==> config.mk <==
export PLATFORM = sky130hd
export DESIGN_NAME = lrsc_monitor
export DESIGN_NICKNAME = d
export VERILOG_FILES = /design/src/rtl/lrsc_pkg.sv /design/src/rtl/lrsc_addr_dec.sv /design/src/rtl/lrsc_resv.sv /design/src/rtl/lrsc_result.sv /design/src/rtl/lrsc_monitor.sv
export SDC_FILE = /design/constraint.sdc
export NUM_CORES = 1
export LEC_CHECK = 0
export BUFFER_PORTS_ARGS = -buffer_cell sky130_fd_sc_hd__buf_2
export CAP_MARGIN = 20
export CORE_ASPECT_RATIO = 0.75
export CORE_UTILIZATION = 41
export CTS_CLUSTER_DIAMETER = 60
export DETAILED_ROUTE_END_ITERATION = 7
export GPL_ROUTABILITY_DRIVEN = 0
export GPL_TIMING_DRIVEN = 0
export MAX_ROUTING_LAYER = met4
export PLACE_DENSITY = 0.95
export REMOVE_ABC_BUFFERS = 1
export SKIP_CTS_REPAIR_TIMING = 1
export SYNTH_ARGS = -nofsm -noshare
export SYNTH_HDL_FRONTEND = slang
export SYNTH_SLANG_ARGS = --single-unit
==> constraint.sdc <==
create_clock -name clk_i -period 3.4 [get_ports clk_i]
set_clock_uncertainty 0.05 [all_clocks]
set_input_delay 0.51 -clock clk_i [delete_from_list [all_inputs] [get_ports clk_i]]
set_output_delay 0.51 -clock clk_i [all_outputs]
set_load 0.1 [all_outputs]
==> src/rtl/lrsc_pkg.sv <==
package lrsc_pkg;
  typedef enum logic [1:0] {
    OP_IDLE = 2'd0,
    OP_LR   = 2'd1,
    OP_SC   = 2'd2,
    OP_ST   = 2'd3
  } lrsc_op_e;

  localparam int unsigned WORD_W       = 32;
  localparam int unsigned SC_FAIL_CODE = 1;
endpackage

==> src/rtl/lrsc_addr_dec.sv <==
module lrsc_addr_dec #(
  parameter int unsigned ADDR_W   = 12,
  parameter int unsigned GRAN_LSB = 4,
  localparam int unsigned TAG_W   = ADDR_W - GRAN_LSB
) (
  input  logic [ADDR_W-1:0] addr_i,
  input  logic [TAG_W-1:0]  resv_tag_i,
  input  logic              resv_vld_i,
  output logic [ADDR_W-1:0] word_addr_o,
  output logic [TAG_W-1:0]  tag_o,
  output logic              aligned_o,
  output logic              hit_o
);
  assign word_addr_o = {addr_i[ADDR_W-1:2], 2'b00};
  assign tag_o       = addr_i[ADDR_W-1:GRAN_LSB];
  assign aligned_o   = (addr_i[1:0] == 2'b00);
  // an aligned word never straddles a granule, so the tag compare covers all its bytes
  assign hit_o       = resv_vld_i && (tag_o == resv_tag_i);
endmodule

==> src/rtl/lrsc_resv.sv <==
module lrsc_resv #(
  parameter int unsigned TAG_W = 8
) (
  input  logic             clk_i,
  input  logic             rst_ni,
  input  logic             set_i,
  input  logic             clr_i,
  input  logic [TAG_W-1:0] tag_i,
  output logic             vld_o,
  output logic [TAG_W-1:0] tag_o
);
  logic             vld_q;
  logic [TAG_W-1:0] tag_q;

  always_ff @(posedge clk_i or negedge rst_ni) begin
    if (!rst_ni) begin
      vld_q <= 1'b0;
      tag_q <= '0;
    end else begin
      if (clr_i)      vld_q <= 1'b0;  // snoop or SC wins over a new LR
      else if (set_i) vld_q <= 1'b1;
      if (set_i)      tag_q <= tag_i;
    end
  end

  assign vld_o = vld_q;
  assign tag_o = tag_q;
endmodule

==> src/rtl/lrsc_result.sv <==
module lrsc_result #(
  parameter int unsigned XLEN = 64
) (
  input  logic                        clk_i,
  input  logic                        rst_ni,
  input  logic                        lr_i,
  input  logic                        sc_i,
  input  logic                        sc_ok_i,
  input  logic [lrsc_pkg::WORD_W-1:0] rdata_i,
  output logic                        rd_valid_o,
  output logic [XLEN-1:0]             rd_o
);
  import lrsc_pkg::*;

  logic [XLEN-1:0] sext;
  logic [XLEN-1:0] rd_d;
  logic            vld_q;
  logic [XLEN-1:0] rd_q;

  generate
    if (XLEN > WORD_W) begin : g_sext
      assign sext = {{(XLEN-WORD_W){rdata_i[WORD_W-1]}}, rdata_i};
    end else begin : g_flat
      assign sext = rdata_i[XLEN-1:0];
    end
  endgenerate

  always_comb begin
    rd_d = rd_q;
    if (lr_i)      rd_d = sext;
    else if (sc_i) rd_d = sc_ok_i ? '0 : XLEN'(SC_FAIL_CODE);
  end

  always_ff @(posedge clk_i or negedge rst_ni) begin
    if (!rst_ni) begin
      vld_q <= 1'b0;
      rd_q  <= '0;
    end else begin
      vld_q <= lr_i | sc_i;
      rd_q  <= rd_d;
    end
  end

  assign rd_valid_o = vld_q;
  assign rd_o       = rd_q;
endmodule

==> src/rtl/lrsc_monitor.sv <==
module lrsc_monitor #(
  parameter int unsigned ADDR_W   = 12,
  parameter int unsigned XLEN     = 64,
  parameter int unsigned GRAN_LSB = 4
) (
  input  logic              clk_i,
  input  logic              rst_ni,
  input  logic [1:0]        op_i,
  input  logic [ADDR_W-1:0] addr_i,
  input  logic [31:0]       wdata_i,
  input  logic              snoop_inv_i,
  output logic [ADDR_W-1:0] mem_addr_o,
  output logic              mem_we_o,
  output logic [31:0]       mem_wdata_o,
  input  logic [31:0]       mem_rdata_i,
  output logic              rd_valid_o,
  output logic [XLEN-1:0]   rd_o
);
  import lrsc_pkg::*;

  localparam int unsigned TAG_W = ADDR_W - GRAN_LSB;

  lrsc_op_e         op;
  logic             is_lr, is_sc, is_st;
  logic [TAG_W-1:0] addr_tag, resv_tag;
  logic             resv_vld, aligned, hit, sc_ok;

  assign op    = lrsc_op_e'(op_i);
  assign is_lr = (op == OP_LR);
  assign is_sc = (op == OP_SC);
  assign is_st = (op == OP_ST);

  lrsc_addr_dec #(.ADDR_W(ADDR_W), .GRAN_LSB(GRAN_LSB)) i_dec (
    .addr_i     (addr_i),
    .resv_tag_i (resv_tag),
    .resv_vld_i (resv_vld),
    .word_addr_o(mem_addr_o),
    .tag_o      (addr_tag),
    .aligned_o  (aligned),
    .hit_o      (hit)
  );

  lrsc_resv #(.TAG_W(TAG_W)) i_resv (
    .clk_i (clk_i),
    .rst_ni(rst_ni),
    .set_i (is_lr),
    .clr_i (is_sc | snoop_inv_i),
    .tag_i (addr_tag),
    .vld_o (resv_vld),
    .tag_o (resv_tag)
  );

  assign sc_ok       = is_sc && hit && aligned && !snoop_inv_i;
  assign mem_we_o    = is_st | sc_ok;
  assign mem_wdata_o = wdata_i;

  lrsc_result #(.XLEN(XLEN)) i_res (
    .clk_i     (clk_i),
    .rst_ni    (rst_ni),
    .lr_i      (is_lr),
    .sc_i      (is_sc),
    .sc_ok_i   (sc_ok),
    .rdata_i   (mem_rdata_i),
    .rd_valid_o(rd_valid_o),
    .rd_o      (rd_o)
  );
endmodule

==> metrics <==
DRT antenna net count 0; Hold WC Path Type input port to async pin; GR Util All Layers approximately a fifth; WHS ~300 ps; die area approximately 5700 um2; share of layout cells above drive strength 1 between 50% and 60%; final hold violations 0; max-slew violations 0; grt total ovfl 0; Cells after Synth about 190; clk buf depth 2; DR WL/cell ~18 um; Slew headroom about 39%; ant diodes 0; min cycle time layout roughly 2600 ps; Post-DP HPWL 4270 um; Clk Latency, worst-skew pair ~280 ps; slowest CP cell buf_2; CTS tree built; Non-Filler Instances just over 300; Max Fclk 383 MHz; critical-path cell list buf_2, inv_1, ha_1, nand2_1, or4_4, o31ai_1, buf_2; Power Dens Cells approximately 650 nW/um2; I/O pin count roughly 190; yosys warns 0; die height about 66 um; commonest non-fill, non-tap cell in the layout buf_2; H-tree levels 2; CP peak stage delay about 470 ps; global-route wire length before repair between 7000 and 8000 um; most used cell, CP buf_2; # rows 22; via count around 1500; Finished Core Util between 40% and 50%; final WL 5440 um; footprint of the multi-input gates approximately 560 um2; Die X-Extent 87.2 um; leakage power about 1.4 nW; pre-CTS setup slack between 600 and 700 ps; register area roughly 1100 um2; number of global-route vias before repair 1300; 1st-iter DRT viols 89; Placed Cells about 300; Yosys cell types 22; Placement Cell Area ~2300 um2; Critical Path Fanout Max 3; Post-Syn Area per Cell around 12 um2; number of remaining DRC errors 0; Design Power 1.60 mW; Seq/Total Area, Yosys 47.1%; largest net degree at the start of global routing 43; initial core utilization 44.1%; vias per std cell approximately 4.9; Synth Register Bits 42; max_cap viols 0; status finished, final reports clean; Core ar. ~5100 um2; Worst Setup End Kind output pin; period utilization about three quarters; critical path arrival around 2100 ps; Design Area, Final 2440 um2; Area Growth Syn to Fin 9.42%; clock tree sinks 42; crit path kind input port to output pin; endpoints failing setup 0; clk root buf clkbuf_8; Fillers between 400 and 500; clock slew at reported path FFs 70 ps; Worst Tran Pin Value between 900 and 1000 ps; CP required between 2000 and 3000 ps; synthesized cell area 2230 um2; Final WS setup between 700 and 800 ps; commonest cells after routing, fill and taps aside 120 x buf_2, 42 x dfrtp_1, 31 x a22o_1; Post-layout nets around 320; PortBufs 120; Worst IR Drop VDD 0.000352 V; initial antenna violation count 0; Setup TNS 0 ps; unrepaired setup endpoints after global routing false; startpoint types input port; CTS Buf Count 5; Pre-Repair DR Iteration Count 4
[cell usage after synthesis]
| master | number | area, um2 |
|---|---|---|
| xnor2_1 | 8 | 70.1 |
| o31ai_1 | 1 | 7.51 |
| a22o_1 | 31 | 272 |
| o21ai_1 | 1 | 5.00 |
| ha_1 | 3 | 37.5 |
| buf_6 | 1 | 11.3 |
| nand4_1 | 2 | 12.5 |
| buf_4 | 76 | 571 |
| or4_4 | 1 | 11.3 |
| nor2b_1 | 1 | 6.26 |
| nand2b_1 | 1 | 6.26 |
| nand2_1 | 2 | 7.51 |
| inv_1 | 3 | 11.3 |
| nor2_1 | 1 | 3.75 |
| mux2_1 | 8 | 90.1 |
| clkbuf_1 | 4 | 15.0 |
| inv_2 | 1 | 3.75 |
| dfrtp_1 | 42 | 1050 |
| buf_2 | 3 | 15.0 |
| o41ai_2 | 1 | 16.3 |
| conb_1 | 1 | 3.75 |
| nor3_1 | 1 | 5.00 |
[flip-flops by register name, summed over array words and instances (netlist names)]
register          cells
i_res.rd_valid_o      1
i_res.rd_o           32
i_resv.tag_o          8
i_resv.vld_o          1
[cell type report]
type,instances,share of cell area [%]
clock buffers,6,3.38
inverters,4,0.615
multi-input cells,64,23.0
flip-flops and latches,42,43.0
well taps,72,3.69
repair buffers,122,26.3
[final timing paths]
kind	start	endpoint	slack, ps	cells past startpoint
setup / recovery	op_i[0]	mem_we_o	790	7
setup reg to reg	i_resv.vld_o$_DFFE_PN0P_	i_res.rd_o[0]$_DFFE_PN0P_	2030	4
hold reg to reg	i_res.rd_o[25]$_DFFE_PN0P_	i_res.rd_o[25]$_DFFE_PN0P_	460	1
max in group asynchronous	rst_ni	i_res.rd_o[12]$_DFFE_PN0P_	2430	1
hold / removal	rst_ni	i_resv.tag_o[1]$_DFFE_PN0P_	310	1
min in group clk_i	snoop_inv_i	i_resv.vld_o$_DFFE_PN0P_	350	2
[routing by layer]
metal | vias up | wire [um] | global-route usage [%]
met5 | - | 0 | -
li1 | 668 | - | -
met2 | 143 | 1990 | 21.9
met4 | 0 | 48 | 4.92
met3 | 7 | 1070 | 16.1
met1 | 709 | 2330 | 25.1
[critical path: cells and delay by family]
kind / cells / cell delay, ps
buffers and inverters: 3 / 640
AND/OR/NAND/NOR: 2 / 490
AO/OA/AOI/OAI: 1 / 240
adder cells (fa/ha/maj): 1 / 170
[logic make-up (layout without fill, tap and decap cells)]
family	after synthesis	count (layout)	synth area share [%]
xor gates and xnor gates	8	8	3.14
AOI/OAI and AO/OA	34	34	13.5
and+or+nand+nor	9	9	2.35
buffers and inverters	88	132	28.1
muxes	8	8	4.04
DFF	42	42	47.1
other	1	2	0.168
adders and majority gates	3	3	1.68
[power by group]
part | total, mW | leakage [nW] | internal [mW] | switching (mW)
registers | 0.577 | 0.548 | 0.545 | 0.0321
logic | 0.711 | 0.801 | 0.116 | 0.596
clock network | 0.310 | 0.0431 | 0.157 | 0.153
total | 1.60 | 1.39 | 0.818 | 0.781
No activity file was read; power rests on OpenSTA's default activity.
